## config.mk

```make
export PLATFORM = sky130hd
export DESIGN_NAME = rst_supervisor
export DESIGN_NICKNAME = d
export VERILOG_FILES = /design/src/rtl/sup_pkg.sv /design/src/rtl/sup_kick_sync.sv /design/src/rtl/sup_counter.sv /design/src/rtl/sup_ctrl.sv /design/src/rtl/rst_supervisor.sv
export SDC_FILE = /design/constraint.sdc
export NUM_CORES = 1
export LEC_CHECK = 0
export BUFFER_PORTS_ARGS = -buffer_cell sky130_fd_sc_hd__buf_2
export CAP_MARGIN = 10
export CORE_UTILIZATION = 55
export DETAILED_ROUTE_END_ITERATION = 16
export HOLD_SLACK_MARGIN = 0.15
export PLACE_DENSITY = 0.74
export RECOVER_POWER = 25
export SYNTH_ARGS = -nofsm -noshare
export SYNTH_HDL_FRONTEND = slang
export SYNTH_SLANG_ARGS = --single-unit
```

## constraint.sdc

```tcl
create_clock -name clk -period 2.3 [get_ports clk]
set_input_delay 0.23 -clock clk [delete_from_list [all_inputs] [get_ports clk]]
set_output_delay 0.23 -clock clk [all_outputs]
set_load 0.05 [all_outputs]
```

## src/rtl/sup_pkg.sv

```systemverilog
package sup_pkg;

    typedef enum logic [1:0] {
        ST_POR   = 2'd0,
        ST_RUN   = 2'd1,
        ST_PULSE = 2'd2
    } sup_state_e;

    typedef struct packed {
        logic clr;
        logic inc;
    } cnt_cmd_t;

    function automatic int por_cycles(input int pulse);
        return 50 * pulse;
    endfunction

    function automatic int tmo_cycles(input int pulse);
        return 5 * pulse;
    endfunction

endpackage

```

## src/rtl/sup_kick_sync.sv

```systemverilog
module sup_kick_sync (
    input  logic clk,
    input  logic rst,
    input  logic kick_i,
    output logic fall_o
);
    logic meta_q;
    logic sync_q;
    logic prev_q;

    always_ff @(posedge clk) begin
        if (rst) begin
            meta_q <= 1'b0;
            sync_q <= 1'b0;
            prev_q <= 1'b0;
        end else begin
            meta_q <= kick_i;
            sync_q <= meta_q;
            prev_q <= sync_q;
        end
    end

    assign fall_o = prev_q & ~sync_q;

    // a recognized falling edge lasts a single cycle
    assert_fall_single_R6: assert property (@(posedge clk) disable iff (rst)
        fall_o |=> !fall_o);

endmodule

```

## src/rtl/sup_counter.sv

```systemverilog
module sup_counter #(
    parameter int CW = 8
) (
    input  logic              clk,
    input  logic              rst,
    input  sup_pkg::cnt_cmd_t cmd_i,
    input  logic [CW-1:0]     limit_i,
    output logic              at_end_o
);
    logic [CW-1:0] cnt_q;

    always_ff @(posedge clk) begin
        if (rst || cmd_i.clr) begin
            cnt_q <= '0;
        end else if (cmd_i.inc) begin
            cnt_q <= cnt_q + 1'b1;
        end
    end

    assign at_end_o = (cnt_q == limit_i);

    // the count never runs past the terminal value of the current phase
    assert_cnt_bound_R5: assert property (@(posedge clk) disable iff (rst)
        (cmd_i.inc && !cmd_i.clr) |-> (cnt_q < limit_i));

endmodule

```

## src/rtl/sup_ctrl.sv

```systemverilog
module sup_ctrl #(
    parameter int CW        = 8,
    parameter int PULSE_CYC = 8
) (
    input  logic              clk,
    input  logic              rst,
    input  logic              supply_ok_i,
    input  logic              wd_en_i,
    input  logic              kick_fall_i,
    input  logic              at_end_i,
    output sup_pkg::cnt_cmd_t cmd_o,
    output logic [CW-1:0]     limit_o,
    output logic              rst_hi_o,
    output logic              rst_n_o
);
    import sup_pkg::*;

    localparam int POR_CYC = por_cycles(PULSE_CYC);
    localparam int TO_CYC  = tmo_cycles(PULSE_CYC);

    sup_state_e state_q, state_d;
    logic       hi_q, lo_q;

    always_comb begin
        state_d   = state_q;
        cmd_o.clr = 1'b0;
        cmd_o.inc = 1'b0;
        case (state_q)
            ST_RUN:   limit_o = CW'(TO_CYC - 1);
            ST_PULSE: limit_o = CW'(PULSE_CYC - 1);
            default:  limit_o = CW'(POR_CYC - 1);
        endcase
        if (!supply_ok_i) begin
            state_d   = ST_POR;
            cmd_o.clr = 1'b1;
        end else begin
            case (state_q)
                ST_POR: begin
                    if (at_end_i) begin
                        state_d   = ST_RUN;
                        cmd_o.clr = 1'b1;
                    end else begin
                        cmd_o.inc = 1'b1;
                    end
                end
                ST_RUN: begin
                    if (!wd_en_i || kick_fall_i) begin
                        cmd_o.clr = 1'b1;
                    end else if (at_end_i) begin
                        state_d   = ST_PULSE;
                        cmd_o.clr = 1'b1;
                    end else begin
                        cmd_o.inc = 1'b1;
                    end
                end
                ST_PULSE: begin
                    if (at_end_i) begin
                        state_d   = ST_RUN;
                        cmd_o.clr = 1'b1;
                    end else begin
                        cmd_o.inc = 1'b1;
                    end
                end
                default: begin
                    state_d   = ST_POR;
                    cmd_o.clr = 1'b1;
                end
            endcase
        end
    end

    always_ff @(posedge clk) begin
        if (rst) begin
            state_q <= ST_POR;
            hi_q    <= 1'b1;
            lo_q    <= 1'b0;
        end else begin
            state_q <= state_d;
            hi_q    <= (state_d != ST_RUN);
            lo_q    <= (state_d == ST_RUN);
        end
    end

    assign rst_hi_o = hi_q;
    assign rst_n_o  = lo_q;

    // the two separately registered outputs stay complementary
    assert_complement_R1: assert property (@(posedge clk) disable iff (rst)
        rst_hi_o != rst_n_o);

    // a bad supply sample forces reset on the next cycle
    assert_supply_forces_R2: assert property (@(posedge clk) disable iff (rst)
        !supply_ok_i |=> rst_hi_o);

    // release only follows a cycle with a good supply
    assert_release_good_R3: assert property (@(posedge clk) disable iff (rst)
        $fell(rst_hi_o) |-> $past(supply_ok_i));

    // with the watchdog off and the supply good, a released reset stays released
    assert_wd_off_R7: assert property (@(posedge clk) disable iff (rst)
        (!wd_en_i && supply_ok_i && !rst_hi_o) |=> !rst_hi_o);

endmodule

```

## src/rtl/rst_supervisor.sv

```systemverilog
module rst_supervisor #(
    parameter int PULSE_CYC = 8
) (
    input  logic clk,
    input  logic rst,
    input  logic supply_ok,
    input  logic wd_en,
    input  logic wd_kick,
    output logic sys_rst_hi,
    output logic sys_rst_n
);
    localparam int POR_CYC = sup_pkg::por_cycles(PULSE_CYC);
    localparam int CW      = $clog2(POR_CYC + 1);

    logic              kick_fall;
    logic              at_end;
    sup_pkg::cnt_cmd_t cmd;
    logic [CW-1:0]     limit;

    sup_kick_sync u_sync (
        .clk    (clk),
        .rst    (rst),
        .kick_i (wd_kick),
        .fall_o (kick_fall)
    );

    sup_counter #(.CW(CW)) u_cnt (
        .clk      (clk),
        .rst      (rst),
        .cmd_i    (cmd),
        .limit_i  (limit),
        .at_end_o (at_end)
    );

    sup_ctrl #(.CW(CW), .PULSE_CYC(PULSE_CYC)) u_ctrl (
        .clk         (clk),
        .rst         (rst),
        .supply_ok_i (supply_ok),
        .wd_en_i     (wd_en),
        .kick_fall_i (kick_fall),
        .at_end_i    (at_end),
        .cmd_o       (cmd),
        .limit_o     (limit),
        .rst_hi_o    (sys_rst_hi),
        .rst_n_o     (sys_rst_n)
    );

endmodule

```

* After elaboration in Yosys (flattened, before gate mapping)
Cells that the tools add are included.
Storage, ports and cells: register bits 16, memories 0, logic and storage cells 34, RAM bits 0, bits in latches 0, input port bits 5, memory bits (read-only) 0
Cells by class: add/sub/neg operators 1, bitwise logic cells 2, reduce and logical (&&, ||, !) cells 5, shifts and indexed selects 0, multipliers 0, eq/ne operators 5, div/mod/pow operators 0, mux-type cells 14, $lt $le $gt $ge 0
Operators with widths (number):
- case mux 9 bit (2 select lines) | 1
- adder 9 x 1 -> 9 bit, second input constant | 1
- equality test 9 bit | 1
- 2-to-1 mux 2 bit | 4
- 2-to-1 mux 1 bit | 6
- equality test 2 x 1 -> 1 bit, second input constant | 2
- case mux 1 bit (2 select lines) | 2
- case mux 2 bit (2 select lines) | 1
- equality test 2 bit, second input constant | 1
- zero test 2 bit | 1
- logical OR 1 bit | 2
- != test 2 x 1 -> 1 bit, second input constant | 1
- OR reduction 2 bit | 1
- bitwise AND 1 bit | 1
- zero test 1 bit | 1
- inverter 1 bit | 1

* Logic depth before layout (Yosys ltp)
depth after elaboration 8, mapped depth 8

* Modules after synthesis
From an unflattened synthesis, not the netlist that was laid out.
Unflattened totals: cells, all modules 102, area total of the unflattened synthesis 925.9 um2
Modules (own cells, without submodules):
- sup_counter | cells an instance 55, area each 490.5 um2, instances 1
- sup_ctrl | cells an instance 40, area each 347.8 um2, instances 1
- sup_kick_sync | cells an instance 7, area each 87.6 um2, instances 1

* Worst setup path before layout
OpenSTA, ideal clock, no wires.
kind reg-to-reg, from reg u_ctrl.state_q[1], to reg u_cnt.cnt_q[8], setup time 0.125 ns, setup slack 0.187 ns, data arrival time 1.988 ns, stages on the path, launching flop included 9, data required time 2.175 ns, cell sequence dfxtp_1 > inv_1 > ha_1 > or4b_4 > a211oi_4 > buf_6 > o32a_2 > buf_6 > a21oi_1
Between the ends: word-level cells in the longest chain between the ends 8, elaborated cells between the ends (all ways) 15, those cells by class eq/ne: 3; mux: 9; reduce/logical: 3
RTL lines:
- start: declaration | line sup_ctrl.sv:21 | sup_state_e state_q, state_d;
- start signal: assignment | line sup_ctrl.sv:78 | state_q <= state_d;
- equality test 2 bit / equality test 2 x 1 -> 1 bit (equally long branches) | line sup_ctrl.sv:28, sup_ctrl.sv:37
- case mux 9 bit (2 select lines) | line sup_ctrl.sv:28 | case (state_q)
- equality test 9 bit | line sup_counter.sv:20 | assign at_end_o = (cnt_q == limit_i);
- 2-to-1 mux 1 bit | line sup_ctrl.sv:39, sup_ctrl.sv:49, sup_ctrl.sv:57
- 2-to-1 mux 1 bit | line sup_ctrl.sv:47 | if (!wd_en_i || kick_fall_i) begin
- case mux 1 bit (2 select lines) | line sup_ctrl.sv:37 | case (state_q)
- 2-to-1 mux 1 bit | line sup_ctrl.sv:33 | if (!supply_ok_i) begin
- logical OR 1 bit | line sup_counter.sv:13 | if (rst || cmd_i.clr) begin
- end signal: assignment | line sup_counter.sv:16 | cnt_q <= cnt_q + 1'b1;
- end: declaration | line sup_counter.sv:10 | logic [CW-1:0] cnt_q;
Several ways; a longest one is shown, not always the timed one. A chain may end at the register's enable or synchronous reset.

* Worst setup path after layout
from reg u_ctrl.state_q[0], to reg u_cnt.cnt_q[0]
Same word-level chain as after synthesis.

==> metrics.md <==
| Metric | Value |
|---|---|
| Hold Path Class | `in2reg` |
| Slowest cell on crit path | `or4b_4` |
| # nets final | `117` |
| Ys flop type | `dfxtp_1` |
| PwrDens | `464 mW/mm^2` |
| FP Rows | `14` |
| Layout cells sized above 1 | `0.171` |
| Peak supply drop | `409 uV` |
| Remaining DRCs | `0` |
| Hold_buf cts | `1` |
| Largest net degree at the start of global routing | `19` |
| Root buf cell | `clkbuf_4` |
| Synth cell types | `34` |
| Yosys top cell by area | `dfxtp_1` |
| CTS clk-pin slew, worst paths | `0.09 ns` |
| Drt pass-1 iters | `4` |
| Final ANT Viol Nets | `0` |
| Starting Density | `0.594` |
| Synthesized cell area | `895 um^2` |
| Hold endpoint | `u_sync.meta_q$_SDFF_PP0_` |
| Worst-Margin Slew | `0.585 ns` |
| Top-count cell post-synth | `dfxtp_1` |
| RR Endpoint | `u_cnt.cnt_q[0]$_SDFFE_PP0P_` |
| Worst rel slew slack | `0.612` |
| Asr flop ratio synth | `0` |
| Post-CTS sizing | `0` |
| Clk sinks | `16` |
| FF+latch count, synth | `16` |
| M1 WL | `848 um` |
| Avg Inst Size Synth | `9.62 um^2` |
| R2R depth | `6` |
| Die area | `0.00179 mm^2` |
| Crit end category | `flip-flop` |
| Total track usage | `0.227` |
| Max incr delay on CP | `0.50 ns` |
| Post-Syn Nets | `103` |
| Initial antenna violation count | `0` |
| Arr. time, crit path | `2.36 ns` |
| Final std cells w/o fill | `121` |
| Final instance area | `985 um^2` |
| Syn. warnings | `0` |
| Total I/O pin count | `7` |
| Status | `finished, final reports clean` |
| Post-synth EDFFs | `0` |
| Worst-case clock buffer depth | `2` |
| Worst-path cell chain | `inv_1, ha_1, or4b_4, a2111oi_0, o32a_2, a21oi_1` |
| RePlAce Congestion | `0.772` |
| RSZ-0062 raised after global routing | `false` |
| Post-synth top cells | `dfxtp_1, a21oi_1, o31ai_1, or4_1` |
| Post-synth top area share | `0.358` |
| Hold depth | `2` |
| Clock skew | `0.00446 ns` |
| Final TNS setup | `0 ns` |
| Crit Path Max Fanout | `9` |
| Final setup viols | `0` |
| Clk Latency, worst-skew pair | `0.29 ns` |
| Drt wl/cell | `14.6 um` |
| Placed Cells incl. Taps | `117` |
| Leakage Power | `0.347 nW` |
| Met3 wire length | `59 um` |
| Max Cap Violations | `0` |
| Vert. Die Dim | `42.3 um` |
| Port-buffer cells | `6` |
| Postcts setup bufs | `0` |
| Highest routed metal layer | `met4` |
| Cts bufs inserted | `3` |
| Max frequency | `456 MHz` |
| CP Data Required Time | `2.47 ns` |
| Period utilization | `0.953` |
| Slew Limit Fails | `0` |
| Ant diodes | `0` |
| Drt initial violations | `18` |
| WL final | `1770 um` |
| WS Path Type | `reg2reg` |
| WL met2 | `818 um` |
| Via count | `785` |
| RR Startpoint | `u_ctrl.state_q[0]$_SDFF_PP0_` |
| H-tree levels | `1` |
| Area growth, synth to finish | `10.1%` |
| Startpoint types | `flip-flop` |
| CTS tree | `done` |
| Die Span X | `42.3 um` |
| Ranking of synthesized cells by area | `dfxtp_1, ha_1, o31ai_1` |
| Cell count after synthesis | `93` |
| Core area | `0.00151 mm^2` |
| Final hold violation count | `0` |
| Fin crit period | `2.19 ns` |
| Dpl cell area | `955 um^2` |
| Post-DP HPWL | `1300 um` |
| Grt ovf | `0` |
| Post-synthesis sequential area ratio | `0.358` |
| Min-delay src | `wd_kick` |
| Fin Hold WS | `0.147 ns` |
| First-pass GRT wire length | `3090 um` |
| Number of global-route vias before repair | `740` |
| Reg-to-reg setup timing slack | `0.11 ns` |
| Drt via density | `6.49` |
-- cells in the final DEF (no fill, tap or decap), types with 4 or more instances in the layout --
cell type,n
dfxtp_1,16
a21oi_1,9
o31ai_1,7
or4_1,7
nand2_1,5
ha_1,5
buf_4,5
nor2b_1,4
buf_2,4
-- sequential cells by signal, indices dropped and copies added (netlist names) --
register and cells:
u_sync.prev_q 1, u_ctrl.rst_n_o 1, u_sync.sync_q 1, u_ctrl.state_q 2, u_ctrl.rst_hi_o 1, u_sync.meta_q 1, u_cnt.cnt_q 9
-- report_power, final --
part | internal (mW) | leakage, nW | switching (mW)
Sequential | 0.281 | 0.130 | 0.00217
Clock | 0.0609 | 0.0138 | 0.0843
Combinational | 0.0129 | 0.204 | 0.0154
Total | 0.355 | 0.347 | 0.102
-- cells by family after synthesis --
kind of cell,Yosys count,share of synthesized area
adders and majority gates,5,0.0699
AOI/OAI and AO/OA,30,0.267
buffers and inverters,6,0.0433
DFF,16,0.358
and+or+nand+nor,35,0.252
xor gates and xnor gates,1,0.00979
-- area by class of cell --
cell class | instances | area, um^2
Multi-Input combinational cell | 71 | 536
Inverter | 3 | 11.3
Tap cell | 16 | 20.0
Clock buffer | 3 | 22.5
Timing Repair Buffer | 12 | 75.1
Fill cell | 126 | 522
Sequential cell | 16 | 320
-- routing by layer --
layer / GRT usage / up-vias
met4: 0.131 / 0
li1: - / 387
met2: 0.357 / 15
met3: 0.0259 / 5
met5: 0 / -
met1: 0.298 / 378
-- worst max-delay path by stage --
stage / end / cells past startpoint / slack (ns) / from
5_1_grt: u_cnt.cnt_q[2]$_SDFFE_PP0P_ / 6 / 0.02 / u_ctrl.state_q[0]$_SDFF_PP0_
3_3_place_gp: u_cnt.cnt_q[3]$_SDFFE_PP0P_ / 6 / 0.14 / u_ctrl.state_q[1]$_SDFF_PP0_
2_1_floorplan: u_cnt.cnt_q[8]$_SDFFE_PP0P_ / 8 / 0.19 / u_ctrl.state_q[1]$_SDFF_PP0_
3_5_place_dp: u_cnt.cnt_q[0]$_SDFFE_PP0P_ / 6 / 0.12 / u_ctrl.state_q[0]$_SDFF_PP0_
6_report: u_cnt.cnt_q[0]$_SDFFE_PP0P_ / 6 / 0.11 / u_ctrl.state_q[0]$_SDFF_PP0_
4_1_cts: u_cnt.cnt_q[0]$_SDFFE_PP0P_ / 6 / 0.1 / u_ctrl.state_q[0]$_SDFF_PP0_
-- through the flow --
| stage | setup slack, ns | utilization | total power [mW] |
|---|---|---|---|
| global route | 0.0221 | 0.654 | 0.468 |
| CTS | 0.0990 | 0.655 | 0.458 |
| detailed placement | 0.125 | 0.634 | 0.317 |
| floorplan | 0.187 | - | 0.308 |
| global placement | 0.141 | 0.634 | 0.316 |
| finish | 0.108 | 0.654 | 0.456 |
-- critical path: cells and delay by family (launching register included) --
family,cells,cell delay (ns)
compound gates,3,0.88
fa+ha+maj,1,0.29
buf+inv,1,0.06
flops,1,0.35
simple gates,1,0.50
No activity file was read; power rests on OpenSTA's default activity.
